[config.mk]
export PLATFORM = sky130hd
export DESIGN_NAME = wdt_escalate
export DESIGN_NICKNAME = d
export VERILOG_FILES = /design/src/rtl/wdt_escalate.sv
export SDC_FILE = /design/constraint.sdc
export NUM_CORES = 1
export LEC_CHECK = 0
export ABC_AREA = 1
export BUFFER_PORTS_ARGS = -buffer_cell sky130_fd_sc_hd__buf_2
export CAP_MARGIN = 10
export CORE_MARGIN = 2
export CORE_UTILIZATION = 54
export DETAILED_ROUTE_END_ITERATION = 10
export GPL_ROUTABILITY_DRIVEN = 0
export GPL_TIMING_DRIVEN = 0
export MAX_ROUTING_LAYER = met4
export PLACE_DENSITY = 0.81
export SYNTH_ARGS = -nofsm -noshare
export SYNTH_HDL_FRONTEND = slang
export SYNTH_SLANG_ARGS = --single-unit
[constraint.sdc]
create_clock -name clk -period 2.3 [get_ports clk]
set_clock_uncertainty 0.1 [all_clocks]
set_input_delay 0.23 -clock clk [delete_from_list [all_inputs] [get_ports clk]]
set_output_delay 0.23 -clock clk [all_outputs]
set_load 0.02 [all_outputs]
[src/rtl/wdt_escalate.sv]
module wdt_escalate #(
  parameter int TV_W    = 19,
  parameter int CNT_VIS = 10,
  parameter int ADDR_W  = 8,
  parameter int TV_RST  = 'h40000,
  parameter int OFS_RLD = 'h60,
  parameter int OFS_STS = 'h64,
  parameter int OFS_CTL = 'h68,
  parameter int OFS_TV  = 'h70,
  parameter int FIRST_BIT  = 3,
  parameter int SECOND_BIT = 17
) (
  input  logic              clk,
  input  logic              rst_n,
  input  logic              aon_rst_n,
  input  logic              tick,
  input  logic              wr_en,
  input  logic [ADDR_W-1:0] addr,
  input  logic [31:0]       wdata,
  output logic [31:0]       rdata,
  output logic              sys_rst_req
);
  localparam logic [ADDR_W-1:0] A_RLD = ADDR_W'(OFS_RLD);
  localparam logic [ADDR_W-1:0] A_STS = ADDR_W'(OFS_STS);
  localparam logic [ADDR_W-1:0] A_CTL = ADDR_W'(OFS_CTL);
  localparam logic [ADDR_W-1:0] A_TV  = ADDR_W'(OFS_TV);
  localparam logic [TV_W-1:0]   ONE   = TV_W'(1);

  logic [TV_W-1:0] cnt, tv;
  logic halt, noreb;
  logic first_sts, second_sts, rld_seen, done;

  wire wr_rld = wr_en && addr == A_RLD;
  wire wr_sts = wr_en && addr == A_STS;
  wire wr_ctl = wr_en && addr == A_CTL;
  wire wr_tv  = wr_en && addr == A_TV;

  wire step   = tick && !halt && !wr_rld && cnt != '0;
  wire expire = step && cnt == ONE;
  wire esc    = expire && first_sts && !rld_seen;
  wire clr1   = wr_sts && wdata[FIRST_BIT];
  wire clr2   = wr_sts && wdata[SECOND_BIT];
  wire fire   = second_sts && !noreb && !done && !clr2;

  wire unused_wdata = ^wdata;

  always_ff @(posedge clk or negedge rst_n) begin
    if (!rst_n) begin
      cnt         <= '0;
      tv          <= TV_W'(TV_RST);
      halt        <= 1'b0;
      noreb       <= 1'b0;
      first_sts   <= 1'b0;
      rld_seen    <= 1'b0;
      sys_rst_req <= 1'b0;
    end else begin
      if (wr_rld)      cnt <= tv;
      else if (expire) cnt <= tv;
      else if (step)   cnt <= cnt - ONE;

      if (wr_tv) tv <= wdata[TV_W-1:0];

      if (wr_ctl) begin
        halt  <= wdata[0];
        noreb <= wdata[1];
      end

      if (expire && !esc) first_sts <= 1'b1;
      else if (clr1)      first_sts <= 1'b0;

      if (wr_rld)      rld_seen <= 1'b1;
      else if (expire) rld_seen <= 1'b0;

      sys_rst_req <= fire;
    end
  end

  always_ff @(posedge clk or negedge aon_rst_n) begin
    if (!aon_rst_n) begin
      second_sts <= 1'b0;
      done       <= 1'b0;
    end else begin
      if (esc)       second_sts <= 1'b1;
      else if (clr2) second_sts <= 1'b0;

      if (clr2 && !esc) done <= 1'b0;
      else if (fire)    done <= 1'b1;
    end
  end

  always_comb begin
    rdata = '0;
    unique case (addr)
      A_RLD: rdata[CNT_VIS-1:0] = cnt[CNT_VIS-1:0];
      A_STS: begin
        rdata[FIRST_BIT]  = first_sts;
        rdata[SECOND_BIT] = second_sts;
      end
      A_CTL: rdata[1:0] = {noreb, halt};
      A_TV:  rdata[TV_W-1:0] = tv;
      default: rdata = '0;
    endcase
  end
endmodule


**Yosys cells after proc, flatten, opt, wreduce, memory -nomap -nowiden**

Cells that the tools add are included.

- Add/subtract/negate cells: 1
- Multipliers: 0
- Divide/modulo/power cells: 0
- Order comparisons: 0
- Equal/unequal tests: 5
- Shift operators: 0
- Mux-type cells: 18
- Bitwise gates (word level): 0
- Reduce and logical (&&, ||, !) cells: 30

Operators by type and width:

| operator | count |
|---|---|
| two-way mux 19 bit | 3 |
| == test 8 x 7 -> 1 bit (second input constant) | 4 |
| == test 19 x 1 -> 1 bit (second input constant) | 1 |
| nonzero test 19 bit | 1 |
| subtractor 19 x 1 -> 19 bit (second input constant) | 1 |
| logical AND 1 bit | 17 |
| one-hot mux 6 bit (2 select lines) | 1 |
| two-way mux 1 bit | 9 |
| nonzero test 2 bit | 4 |
| zero test 1 bit | 7 |
| two-way mux 7 bit | 1 |
| one-hot mux 2 bit (3 select lines) | 1 |
| one-hot mux 1 bit (2 select lines) | 2 |
| one-hot mux 1 bit (3 select lines) | 1 |
| nonzero test 3 bit | 1 |

- Register bits: 45
- Bits in latches: 0
- RAM bits: 0
- Memory bits (read-only): 0
- Input bits: 45
- Output and inout bits: 33
- Word-level logic and storage cells: 63
- Memories: 0

**Logic depth before layout (Yosys ltp)**

- Depth in word-level cells: 11
- Gate-level depth with buffers: 12
- Mapped depth without buffers: 11

**Worst setup path before layout**

OpenSTA, ideal clock, no wires.

- Kind: reg2reg
- From: register cnt[0]
- To: register cnt[11]
- Setup time: 117 ps
- Arrival: 1,495 ps
- Data required time: 2,083 ps
- Slack: 587 ps
- Stages on the path, launching flop included: 12
- Path buffers: 2
- Period minus slack after synthesis: 1,713 ps
- Cells stage by stage: dfrtp_1 inv_1 ha_1 nand2_1 nor2_1 nand3_2 nand3_4 buf_6 buf_12 nand3_2 nand3_1 nand2_1

- Cells in the longest elaborated chain, start to end: 5
- Elaborated cells on any way between the ends: 9
- Those cells by class: add/sub (1); eq/ne (1); mux (3); reduce/logical (4)

RTL lines:

| item | RTL line | text |
|---|---|---|
| start, declared | 29 | `logic [TV_W-1:0] cnt, tv;` |
| start signal, assigned | 57 | `if (wr_rld) cnt <= tv;` |
| start signal, assigned | 58 | `else if (expire) cnt <= tv;` |
| start signal, assigned | 59 | `else if (step) cnt <= cnt - ONE;` |
| parallel branches: the longest is 5 deep, another holds subtractor 19 x 1 -> 19 bit | - |  |

Parallel ways; which one is timed is not known. The select of a mux whose other input is x is not followed.
A chain may end at the register's enable or synchronous reset.

**Final worst setup path**

- From: register cnt[0]
- To: register cnt[16]

The elaborated chain is that of the path after synthesis.

==> impl_metrics.tcl <==
set metrics [dict create \
    power_frac_comb_pct 44.0 \
    final_common_cell "nand2_1" \
    violations "negative hold slack" \
    vias 2914 \
    status "finished with violations" \
    multi_input_comb_area_um2 1520 \
    worst_path_most_repeated_cell "nand2_1" \
    final_cell_mix "90 x nand2_1, 57 x inv_1, 54 x nand3_1, 53 x buf_2, 50 x nor2_1" \
    antenna_found_initial 0 \
    reg2regPathDepth 9 \
    synth_area_leaders "dfrtp_1 36%, nand2_1 11%, nand3_1 8.9%" \
    io_buffers 51 \
    first_iter_violations 189 \
    seq_area_um2 1130 \
    htree_levels 2 \
    ant_nets 0 \
    p_clk_share_pct 18.1 \
    num_antenna_cells 0 \
    rrSetupSlack_ns 0.26 \
    grt_usage_pct 26.8 \
    critPathMaxFanout 8 \
    cp-start-kind "flop" \
    drc 0 \
    drt_wl_total_um 7640 \
    ctsResizeCount 0 \
    p_int_mw 1.73 \
    die_area_um2 6220 \
    hold_path_class "input pin to async pin" \
    cts_num_sinks 45 \
    timing.hold.ws_ns -0.0227 \
    netlist.area_leader.share_pct 36.4 \
    nets 538 \
    period_share_pct 88.6 \
    p_seq_share_pct 37.9 \
    tritoncts "yes" \
    timing.fmax_mhz 491 \
    r2r-end "cnt[16]" \
    drive_above_1_share_pct 23.6 \
    power_density_nw_per_um2 864 \
    ioPinCount 78 \
    die_w_um 78.9 \
    hpwl_um 5660 \
    cts_buffers 5 \
    maxSlewHeadroom_pct 34.1 \
    required_ns 2.40 \
    switching_share_pct 43.2 \
    max_stage_delay_ns 0.42 \
    fillers 511 \
    grt_pass1_vias 2840 \
    num_rows 27 \
    fin_crit_ns 2.04 \
    avgSynthCellArea_um2 7.22 \
    dp_cells 554 \
    core_area_um2 5470 \
    fin_tns_setup_ns 0 \
    start_util_pct 55.3 \
    gr-total-overflow 0 \
    clockBufferDepth 2 \
    synth_cell_types 32 \
    rsz0062_at_grt "no" \
    crit_slowest_cell "dfrtp_1" \
    slew_viol_final 0 \
    die_height_um 78.9 \
    seq_area_frac_synth_pct 37.2 \
    grt_max_degree 44 \
    finalSetupViolations 0 \
    synth_seq_cells 45 \
    grt_pass1_wl_um 12900 \
    switchingPower_mw 1.32 \
    synth_area_um2 3030 \
    firstDrtPassIters 5 \
    vdd_ir_drop_max_mv 0.483 \
    root_buffer "clkbuf_8" \
    netlist.top_cell.by_area "dfrtp_1" \
    r2r-start "cnt[0]" \
    fin_cells 563 \
    worstSetupPathType "flop to flop" \
    cts.clk_slew.worst_paths_ns 0.09 \
    critPathCaptureType "flop" \
    path_cells "inv_1, ha_1, nand2_1, nor2_2, nand2_1, xor2_1, nand3_2, nand3_1, nand2_1" \
    syn_to_final_growth_pct 16.5 \
    clock_latency_ns 0.30 \
    max_slew.worst_pin.slew_ns 0.988 \
    viasPerCell 5.18 \
    final_hold_viol_count 27 \
    power.leakage_nw 2.06 \
    cpLargestDelayFamily "simple AND/OR/NAND/NOR gates" \
    synthCells 419 \
    crit_arrival_ns 2.13 \
    max-cap-violations 0 \
    yosys_warnings 0 \
    path_buf_inv 1 \
    wl_per_cell_um 13.6 \
]
worst reg2reg max path, delay by kind of cell, from the launching register on:
kind          cells  cell delay [ns]
flops             1             0.42
buf+inv           1             0.16
simple gates      6             0.84
xor+xnor          1             0.18
fa+ha+maj         1             0.23
kinds of logic (layout without fill, tap and decap cells):
family          count (synthesis)  count (layout)  share of synthesized area, %
mux                             1               1                         0.372
buf+inv                        89             149                          14.1
xor+xnor                       11              11                          3.18
other cells                     1              13                         0.124
simple gates                  235             235                          37.3
compound gates                 34              34                          6.37
flops                          45              45                          37.2
fa+ha+maj                       3               3                          1.24
cell usage after synthesis, drive strengths merged:
library cell	count
nand2	96
nand3	67
inv	61
nor2	61
dfrtp	44
buf	21
a21oi	19
xor2	10
o22ai	8
clkbuf	7
nand4	5
nor3	4
ha	3
o21ai	3
o221ai	3
nand3b	2
a31oi	1
conb	1
dfstp	1
mux2	1
xnor2	1
stage by stage:
stage | instance area [µm²] | setup WS [ns] | total power [mW] | util, % | hold slack (ns)
6_report | 3530 | 0.263 | 3.05 | 64.4 | -0.0227
4_1_cts | 3530 | 0.292 | 3.05 | 64.4 | 0.0196
3_3_place_gp | 3420 | 0.326 | 2.43 | 62.4 | -0.0847
2_1_floorplan | 3070 | 0.587 | 2.22 | - | -0.166
5_1_grt | 3530 | 0.119 | 3.31 | 64.4 | 0.0682
3_5_place_dp | 3420 | 0.301 | 2.48 | 62.4 | -0.0838
sequential cells by signal, indices dropped and copies added, names as in the netlist:
signal	flops
cnt	19
done	1
first_sts	1
halt	1
noreb	1
rld_seen	1
second_sts	1
sys_rst_req	1
tv	19
power by group through the flow:
stage / clock network, mW / registers (mW) / logic [mW]
floorplan: 0 / 1.12 / 1.10
global placement: 0 / 1.16 / 1.27
detailed placement: 0 / 1.16 / 1.32
CTS: 0.565 / 1.15 / 1.33
global route: 0.604 / 1.18 / 1.53
finish: 0.552 / 1.15 / 1.34
metal layers:
metal / wire length (µm) / part of all wire [%] / GRT usage [%] / up-vias
met5: 0 / 0 / - / -
met4: 78 / 1.0 / 8.10 / 0
met3: 548 / 7.2 / 4.09 / 8
met2: 3640 / 48 / 43.5 / 132
met1: 3370 / 44 / 35.2 / 1327
li1: - / - / - / 1447
layout make-up:
class | instances | area share (%)
clock inverters | 2 | 0.497
plain buffers | 28 | 5.64
repair buffers | 52 | 7.52
inverters | 61 | 6.49
clock buffers | 6 | 2.34
well taps | 72 | 2.55
flip-flops and latches | 45 | 32.0
multi-input cells | 297 | 43.0
worst max-delay path by stage:
stage           start  cells past startpoint       to
5_1_grt        cnt[0]                     11  cnt[18]
3_3_place_gp   cnt[0]                      9  cnt[14]
4_1_cts        cnt[0]                      9  cnt[16]
2_1_floorplan  cnt[0]                     11  cnt[11]
3_5_place_dp   cnt[0]                      9  cnt[16]
6_report       cnt[0]                      9  cnt[16]
repair_timing:
item / 4_1_cts / 5_1_grt
endpoints found under the setup margin: 0 / 0
hold buffers: 1 / 0
buffers inserted: 0 / 0
hold endpoints to repair: 2 / 0
(Power assumes the default switching activity.)
